`src/rtl/irq_dist_pkg.sv`:
```
package irq_dist_pkg;
  localparam int unsigned ADDR_W   = 12;
  localparam int unsigned CPU_ID_W = 4;
  localparam int unsigned TGT_W    = 16;
  localparam int unsigned SGI_N    = 16;
  localparam int unsigned PPI_N    = 16;
  localparam int unsigned PRIV_N   = 32;

  localparam logic [ADDR_W-1:0] OFS_CTRL  = 12'h000;
  localparam logic [ADDR_W-1:0] OFS_TYPE  = 12'h004;
  localparam logic [ADDR_W-1:0] OFS_ENSET = 12'h100;
  localparam logic [ADDR_W-1:0] OFS_ENCLR = 12'h180;
  localparam logic [ADDR_W-1:0] OFS_PCLR  = 12'h280;
  localparam logic [ADDR_W-1:0] OFS_TGT   = 12'h800;
  localparam logic [ADDR_W-1:0] OFS_CFG   = 12'hC00;
  localparam logic [ADDR_W-1:0] OFS_SGI   = 12'hF00;
endpackage

```
`src/rtl/irq_pend_bank.sv`:
```
module irq_pend_bank #(
  parameter int unsigned W = 32
) (
  input  logic         clk_i,
  input  logic         rst_ni,
  input  logic [W-1:0] line_i,
  input  logic [W-1:0] edge_i,
  input  logic [W-1:0] set_i,
  input  logic [W-1:0] clr_i,
  output logic [W-1:0] pend_o
);
  logic [W-1:0] prev_q, latch_q, rise;

  assign rise = line_i & ~prev_q;

  always_ff @(posedge clk_i or negedge rst_ni) begin
    if (!rst_ni) begin
      prev_q  <= '0;
      latch_q <= '0;
    end else begin
      prev_q  <= line_i;
      // set beats clear; latched state is dropped for level inputs
      latch_q <= ((latch_q & ~clr_i) | set_i | rise) & edge_i;
    end
  end

  assign pend_o = (edge_i & latch_q) | (~edge_i & line_i);

  for (genvar i = 0; i < W; i++) begin : g_chk

    edge_latch_chk: assert property (@(posedge clk_i) disable iff (!rst_ni)
      (edge_i[i] && $rose(line_i[i])) |=> (pend_o[i] || !edge_i[i]));

    set_latch_chk: assert property (@(posedge clk_i) disable iff (!rst_ni)
      (edge_i[i] && set_i[i]) |=> (pend_o[i] || !edge_i[i]));
  end
endmodule

```
`src/rtl/irq_cpu_gate.sv`:
```
module irq_cpu_gate #(
  parameter int unsigned NSPI = 32
) (
  input  logic            clk_i,
  input  logic            rst_ni,
  input  logic            glb_en_i,
  input  logic [31:0]     priv_pend_i,
  input  logic [31:0]     priv_en_i,
  input  logic [NSPI-1:0] spi_pend_i,
  input  logic [NSPI-1:0] spi_en_i,
  input  logic [NSPI-1:0] spi_tgt_i,
  output logic            irq_o
);
  logic hit;
  assign hit = (|(priv_pend_i & priv_en_i)) | (|(spi_pend_i & spi_en_i & spi_tgt_i));

  always_ff @(posedge clk_i or negedge rst_ni) begin
    if (!rst_ni) irq_o <= 1'b0;
    else         irq_o <= glb_en_i & hit;
  end


  fwd_off_chk: assert property (@(posedge clk_i) disable iff (!rst_ni)
    !glb_en_i |=> !irq_o);
endmodule

```
`src/rtl/irq_distributor.sv`:
```
module irq_distributor
  import irq_dist_pkg::*;
#(
  parameter int unsigned NUM_CPU = 4,
  parameter int unsigned NUM_IRQ = 64
) (
  input  logic                     clk_i,
  input  logic                     rst_ni,
  input  logic [ADDR_W-1:0]        addr_i,
  input  logic                     wr_i,
  input  logic [31:0]              wdata_i,
  input  logic                     rd_i,
  output logic [31:0]              rdata_o,
  input  logic [CPU_ID_W-1:0]      cpu_id_i,
  input  logic [NUM_CPU*PPI_N-1:0] ppi_i,
  input  logic [NUM_IRQ-33:0]      spi_i,
  output logic [NUM_CPU-1:0]       irq_o
);
  localparam int unsigned NUM_SPI = NUM_IRQ - PRIV_N;
  localparam int unsigned NWORD   = NUM_IRQ / 32;
  localparam int unsigned NTWORD  = NUM_IRQ / 2;

  logic                ctrl_q;
  logic [PRIV_N-1:0]   en_priv_q [NUM_CPU];
  logic [NUM_SPI-1:0]  spi_en_q, spi_cfg_q, spi_pend;
  logic [PPI_N-1:0]    ppi_cfg_q;
  logic [TGT_W-1:0]    spi_tgt_q [NUM_SPI];
  logic [PRIV_N-1:0]   priv_pend [NUM_CPU];
  logic [SGI_N-1:0]    sgi_set   [NUM_CPU];

  // address decode
  logic [4:0] bank_w;
  logic [7:0] tgt_w;
  logic       in_enset, in_enclr, in_pclr, in_cfg, in_tgt, sgi_wr, cpu_ok;
  assign bank_w   = addr_i[6:2];
  assign tgt_w    = addr_i[9:2];
  assign in_enset = addr_i[11:7] == OFS_ENSET[11:7];
  assign in_enclr = addr_i[11:7] == OFS_ENCLR[11:7];
  assign in_pclr  = addr_i[11:7] == OFS_PCLR[11:7];
  assign in_cfg   = addr_i[11:7] == OFS_CFG[11:7];
  assign in_tgt   = addr_i[11:10] == OFS_TGT[11:10];
  assign sgi_wr   = wr_i && addr_i == OFS_SGI;
  assign cpu_ok   = 32'(cpu_id_i) < NUM_CPU;

  // write data placed at the addressed word of a one-bit-per-ID bank
  logic [NUM_IRQ-1:0] wmask, pclr_mask;
  always_comb begin
    wmask = '0;
    for (int w = 0; w < NWORD; w++)
      if (bank_w == 5'(w)) wmask[w*32 +: 32] = wdata_i;
  end
  assign pclr_mask = (wr_i && in_pclr) ? wmask : '0;

  always_ff @(posedge clk_i or negedge rst_ni) begin
    if (!rst_ni) begin
      ctrl_q    <= 1'b0;
      spi_en_q  <= '0;
      spi_cfg_q <= '0;
      ppi_cfg_q <= '0;
      for (int c = 0; c < NUM_CPU; c++) en_priv_q[c] <= '0;
      for (int i = 0; i < NUM_SPI; i++) spi_tgt_q[i] <= '0;
    end else if (wr_i) begin
      if (addr_i == OFS_CTRL) ctrl_q <= wdata_i[0];
      if (in_enset) begin
        spi_en_q <= spi_en_q | wmask[NUM_IRQ-1:PRIV_N];
        for (int c = 0; c < NUM_CPU; c++)
          if (cpu_id_i == CPU_ID_W'(c)) en_priv_q[c] <= en_priv_q[c] | wmask[PRIV_N-1:0];
      end
      if (in_enclr) begin
        spi_en_q <= spi_en_q & ~wmask[NUM_IRQ-1:PRIV_N];
        for (int c = 0; c < NUM_CPU; c++)
          if (cpu_id_i == CPU_ID_W'(c)) en_priv_q[c] <= en_priv_q[c] & ~wmask[PRIV_N-1:0];
      end
      if (in_cfg) begin
        if (bank_w == 5'd0) ppi_cfg_q <= wdata_i[31:16];
        for (int w = 1; w < NWORD; w++)
          if (bank_w == 5'(w)) spi_cfg_q[(w-1)*32 +: 32] <= wdata_i;
      end
      if (in_tgt) begin
        for (int i = 0; i < NUM_SPI; i++)
          if (tgt_w == 8'((i + PRIV_N) / 2))
            spi_tgt_q[i] <= (i % 2 == 0) ? wdata_i[15:0] : wdata_i[31:16];
      end
    end
  end

  // pending state and per-CPU forwarding
  logic [PRIV_N-1:0] priv_edge;
  assign priv_edge = {ppi_cfg_q, {SGI_N{1'b1}}};

  irq_pend_bank #(.W(NUM_SPI)) u_spi_pend (
    .clk_i  (clk_i),
    .rst_ni (rst_ni),
    .line_i (spi_i),
    .edge_i (spi_cfg_q),
    .set_i  ('0),
    .clr_i  (pclr_mask[NUM_IRQ-1:PRIV_N]),
    .pend_o (spi_pend)
  );

  for (genvar c = 0; c < NUM_CPU; c++) begin : g_cpu
    logic [PRIV_N-1:0]  priv_clr;
    logic [NUM_SPI-1:0] tgt_bit;

    assign sgi_set[c] = (sgi_wr && wdata_i[8+c]) ? (16'(1) << wdata_i[3:0]) : '0;
    assign priv_clr   = (cpu_id_i == CPU_ID_W'(c)) ? pclr_mask[PRIV_N-1:0] : '0;
    for (genvar i = 0; i < NUM_SPI; i++) begin : g_tb
      assign tgt_bit[i] = spi_tgt_q[i][c];
    end

    irq_pend_bank #(.W(PRIV_N)) u_priv_pend (
      .clk_i  (clk_i),
      .rst_ni (rst_ni),
      .line_i ({ppi_i[c*PPI_N +: PPI_N], {SGI_N{1'b0}}}),
      .edge_i (priv_edge),
      .set_i  ({{PPI_N{1'b0}}, sgi_set[c]}),
      .clr_i  (priv_clr),
      .pend_o (priv_pend[c])
    );

    irq_cpu_gate #(.NSPI(NUM_SPI)) u_gate (
      .clk_i       (clk_i),
      .rst_ni      (rst_ni),
      .glb_en_i    (ctrl_q),
      .priv_pend_i (priv_pend[c]),
      .priv_en_i   (en_priv_q[c]),
      .spi_pend_i  (spi_pend),
      .spi_en_i    (spi_en_q),
      .spi_tgt_i   (tgt_bit),
      .irq_o       (irq_o[c])
    );


    sgi_pend_chk: assert property (@(posedge clk_i) disable iff (!rst_ni)
      (wr_i && addr_i == OFS_SGI && wdata_i[8+c]) |=> priv_pend[c][$past(wdata_i[3:0])]);
  end

  // read path
  logic [PRIV_N-1:0]  en_sel, pend_sel;
  logic [NUM_IRQ-1:0] en_all, pend_all, cfg_all;
  logic [TGT_W-1:0]   own_mask;
  always_comb begin
    en_sel   = '0;
    pend_sel = '0;
    for (int c = 0; c < NUM_CPU; c++)
      if (cpu_id_i == CPU_ID_W'(c)) begin
        en_sel   = en_priv_q[c];
        pend_sel = priv_pend[c];
      end
  end
  assign en_all   = {spi_en_q, en_sel};
  assign pend_all = {spi_pend, pend_sel};
  assign cfg_all  = {spi_cfg_q, ppi_cfg_q, {SGI_N{1'b1}}};
  assign own_mask = cpu_ok ? (16'(1) << cpu_id_i) : '0;

  always_comb begin
    rdata_o = '0;
    if (rd_i) begin
      if (addr_i == OFS_CTRL) rdata_o = {31'b0, ctrl_q};
      if (addr_i == OFS_TYPE) rdata_o = 32'(NWORD - 1);
      for (int w = 0; w < NWORD; w++)
        if (bank_w == 5'(w)) begin
          if (in_enset || in_enclr) rdata_o = en_all[w*32 +: 32];
          if (in_pclr)              rdata_o = pend_all[w*32 +: 32];
          if (in_cfg)               rdata_o = cfg_all[w*32 +: 32];
        end
      if (in_tgt) begin
        if (tgt_w < 8'(PRIV_N / 2)) rdata_o = {own_mask, own_mask};
        for (int j = PRIV_N / 2; j < NTWORD; j++)
          if (tgt_w == 8'(j))
            rdata_o = {spi_tgt_q[2*j+1-PRIV_N], spi_tgt_q[2*j-PRIV_N]};
      end
    end
  end


  en_clear_chk: assert property (@(posedge clk_i) disable iff (!rst_ni)
    (wr_i && addr_i == OFS_ENCLR + 12'h4 && wdata_i[0]) |=> !spi_en_q[0]);
endmodule

```
`config.mk`:
```
export PLATFORM = sky130hd
export DESIGN_NAME = irq_distributor
export DESIGN_NICKNAME = d
export VERILOG_FILES = /design/src/rtl/irq_dist_pkg.sv /design/src/rtl/irq_pend_bank.sv /design/src/rtl/irq_cpu_gate.sv /design/src/rtl/irq_distributor.sv
export SDC_FILE = /design/constraint.sdc
export NUM_CORES = 2
export LEC_CHECK = 0
export ABC_AREA = 1
export ABC_CLOCK_PERIOD_IN_PS = 3100
export BUFFER_PORTS_ARGS = -buffer_cell sky130_fd_sc_hd__buf_2
export CAP_MARGIN = 0
export CORE_AREA = 2 2 270 378
export CTS_BUF_LIST = sky130_fd_sc_hd__clkbuf_4 sky130_fd_sc_hd__clkbuf_8 sky130_fd_sc_hd__clkbuf_16
export CTS_CLUSTER_SIZE = 12
export DETAILED_ROUTE_END_ITERATION = 16
export DIE_AREA = 0 0 272 380
export PLACE_DENSITY = 0.76
export SLEW_MARGIN = 5
export SYNTH_ARGS = -nofsm -noshare
export SYNTH_HDL_FRONTEND = slang
export SYNTH_HIERARCHICAL = 1
export SYNTH_SLANG_ARGS = --single-unit
```
`constraint.sdc`:
```
create_clock -name clk_i -period 3.1 [get_ports clk_i]
set_input_delay 0.31 -clock clk_i [delete_from_list [all_inputs] [get_ports clk_i]]
set_output_delay 0.31 -clock clk_i [all_outputs]
set_load 0.03 [all_outputs]
```
==> reports/results.tsv <==
metric	value	unit
worst_slack	-1.155	ns
clkLatencyLatePin	0.77	ns
reg2reg_depth	11	
cts.root.buffer_cell	clkbuf_16	
finalSetupViolations	32	
synthCells	7790	
die_area	103400	sq um
timing.rr.end	g_cpu[0].u_gate/irq_o$_DFF_PN0_	
cts_buffers	105	
worst_pin_slew	1.188	ns
core-area	99590	sq um
yosys_warnings	6	
fin_skew	0.07529	ns
regToRegStartpoint	spi_cfg_q[1]$_DFFE_PN0P_	
maxCapViolations	0	
cp_max_fo	2	
placed_cells	10170	
rsz0062_at_grt	true	
start_kind	flop	
holdPathStages	4	
slew_violations	0	
worstPathRequired	2.79	ns
wirelength	233300	um
utilization	71.77	%
vias	58160	
die_y	380	um
ff2ff_setup_slack	0.51	ns
whs	0.05725	ns
drt_iter0_drc	6496	
end_kind	output port	
final_common_cell	nand2_1	
fin_cells	10520	
relSlewSlack	20.83	%
layout_common_cells	nand2_1, inv_1, dfrtp_1	
gp_congestion	1.075	
max-vdd-ir-drop	0.5024	mV
crit_type	flop to output port	
area_delta_synth_final	30.93	%
grt_max_degree	100	
violations	setup timing	
start_util	54.82	%
min_to	g_cpu[2].tgt_bit[28]$_DFFE_PN0P_	
yosys.cell_types.count	34	
async_reset_ff_share	100.0	%
hp-start	wdata_i[2]	
grt_usage	44.77	%
grt_pass1_vias	56770	
synth_edf_count	0	
drt_first_pass_iters	9	
ant_nets	0	
min_period	4.255	ns
post-dp-hpwl	163700	um
leakagePower	36.60	nW
fin_crit_sh	137.3	%
vias_per_cell	5.527	
drc	0	
grt-ovfl-total	0	
cts_tree	done	
hp-class	input pin to flop	
yosysSeqAreaShare	47.90	%
wl_per_cell	22.17	um
fp.dieW	272	um
cts.reportedPaths.clkPinSlew	0.07	ns
io_pins	184	
hold_viol	0	
layout-drive-gt1-share	19.75	%
h-tree-depth	3	
port_buffers	183	
final_nets	9289	
antenna_found_initial	12	
synth_ff_type	dfrtp_1	
timing.fmax	235.0	MHz
row_count	137	
powerDensity	423.1	nW/um^2
netlist_area	54590	sq um
postSynthAreaPerCell	7.008	sq um
grt_pass1_wl	345300	um
cts_max_path_buffers	3	
clkSinkCount	1045	
status	finished with violations	
synth-seq-cells	1045	
cp_data_arrival_time	3.95	ns
[report_power, final]
| group | switching (mW) | internal (mW) | leakage [nW] |
|---|---|---|---|
| clock network | 5.76 | 7.06 | 1.68 |
| registers | 0.206 | 14.0 | 13.7 |
| logic | 2.16 | 1.08 | 21.2 |
[area by class of cell]
| class | count | area, sq um |
|---|---|---|
| inverter | 1090 | 4099 |
| clock buffer | 141 | 2979 |
| clock inverter | 25 | 379.1 |
| timing repair buffer | 1167 | 9661 |
| antenna | 4 | 10.01 |
| tap | 1320 | 1652 |
| sequential | 1045 | 26170 |
| multi-input combinational | 5732 | 26530 |
| fill | 8017 | 28120 |
[synthesized netlist by cell type (30+ instances only)]
cell type	number	area share, %
nor2_1	478	3.3
o21ai_0	943	8.6
clkbuf_1	326	2.2
nand2_1	2718	19
a21oi_1	149	1.4
nand3_1	567	5.2
nand4_1	116	1.3
or2_2	41	0.47
dfrtp_1	1045	48
buf_2	36	0.33
inv_1	1071	7.4
nor3_1	136	1.2
o21ai_1	30	0.28
[worst max-delay path by stage]
stage	slack [ns]	endpoint	startpoint
floorplan	0.33	rdata_o[18]	addr_i[2]
global placement	-1.26	rdata_o[0]	addr_i[11]
detailed placement	-1.27	rdata_o[0]	addr_i[11]
CTS	-1.16	rdata_o[1]	g_cpu[2].u_priv_pend/latch_q[1]$_DFF_PN0_
global route	-1.27	rdata_o[3]	g_cpu[3].u_priv_pend/latch_q[3]$_DFF_PN0_
finish	-1.16	rdata_o[1]	g_cpu[1].u_priv_pend/latch_q[1]$_DFF_PN0_
[registers in the layout, indices dropped and copies added, names as in the netlist, named ones only]
name / cells
u_spi_pend/prev_q: 32
en_priv_q: 128
u_spi_pend/latch_q: 32
ctrl_q: 1
ppi_cfg_q: 16
g_cpu.tgt_bit: 128
g_cpu.u_priv_pend/prev_q: 128
g_cpu.u_gate/irq_o: 4
g_cpu.u_priv_pend/latch_q: 128
spi_tgt_q: 384
spi_cfg_q: 32
[metal layers]
| layer | global-route usage [%] | routed length, um | up-vias |
|---|---|---|---|
| met3 | 10.73 | 22770 | 1147 |
| li1 | - | - | 26470 |
| met1 | 49.90 | 78220 | 27220 |
| met4 | 42.29 | 26710 | 12 |
| met5 | 0 | 80 | - |
| met2 | 70.13 | 105500 | 3315 |
[repair_timing]
| item | in CTS | in global routing |
|---|---|---|
| buffers inserted | 86 | 30 |
| pin swaps | 311 | 314 |
| gates resized for setup | 609 | 203 |
| hold buffers | 98 | 0 |
| endpoints found under the setup margin | 32 | 32 |
| hold endpoints to repair | 203 | 0 |
[kinds of logic after synthesis]
logic type | share of synthesized area (%)
AND/OR/NAND/NOR | 30.81
buffers and inverters | 10.50
AO/OA/AOI/OAI | 10.76
flip-flops | 47.90
other | 0.01376
multiplexers | 0.01834
[critical path, cell delays in order, from the launching register on]
cell     delay (ns)
dfrtp_1        0.39
nand2_1        0.07
o21ai_2        0.06
nand3_1        0.08
nand2_1        0.05
o21ai_1        0.14
buf_4          0.17
nand3_4        0.11
nand2_4        0.09
nand2_2        0.05
nand2_1        0.06
nand2_1        0.05
nand2_2        0.08
nand3_2        0.07
nand2_2        0.10
nand4_1        0.12
nor2_1         0.14
nand4_1        0.17
nor2_4         0.18
buf_6          0.15
nand4_1        0.20
nor2_2         0.19
nand4_1        0.14
nor2_2         0.13
nor2_2         0.06
buf_6          0.13
[metrics by stage]
stage / instance area [sq um] / power [mW] / setup slack [ns] / TNS (ns)
final: 71480 / 30.24 / -1.155 / -23.96
after CTS: 70700 / 30.01 / -1.156 / -24.64
after detailed placement: 64240 / 17.10 / -1.274 / -23.15
after global placement: 64240 / 17.06 / -1.256 / -22.32
after global routing: 71470 / 31.02 / -1.274 / -27.87
after floorplan: 56390 / 15.44 / 0.3317 / 0
No activity file was read; power rests on OpenSTA's default activity.
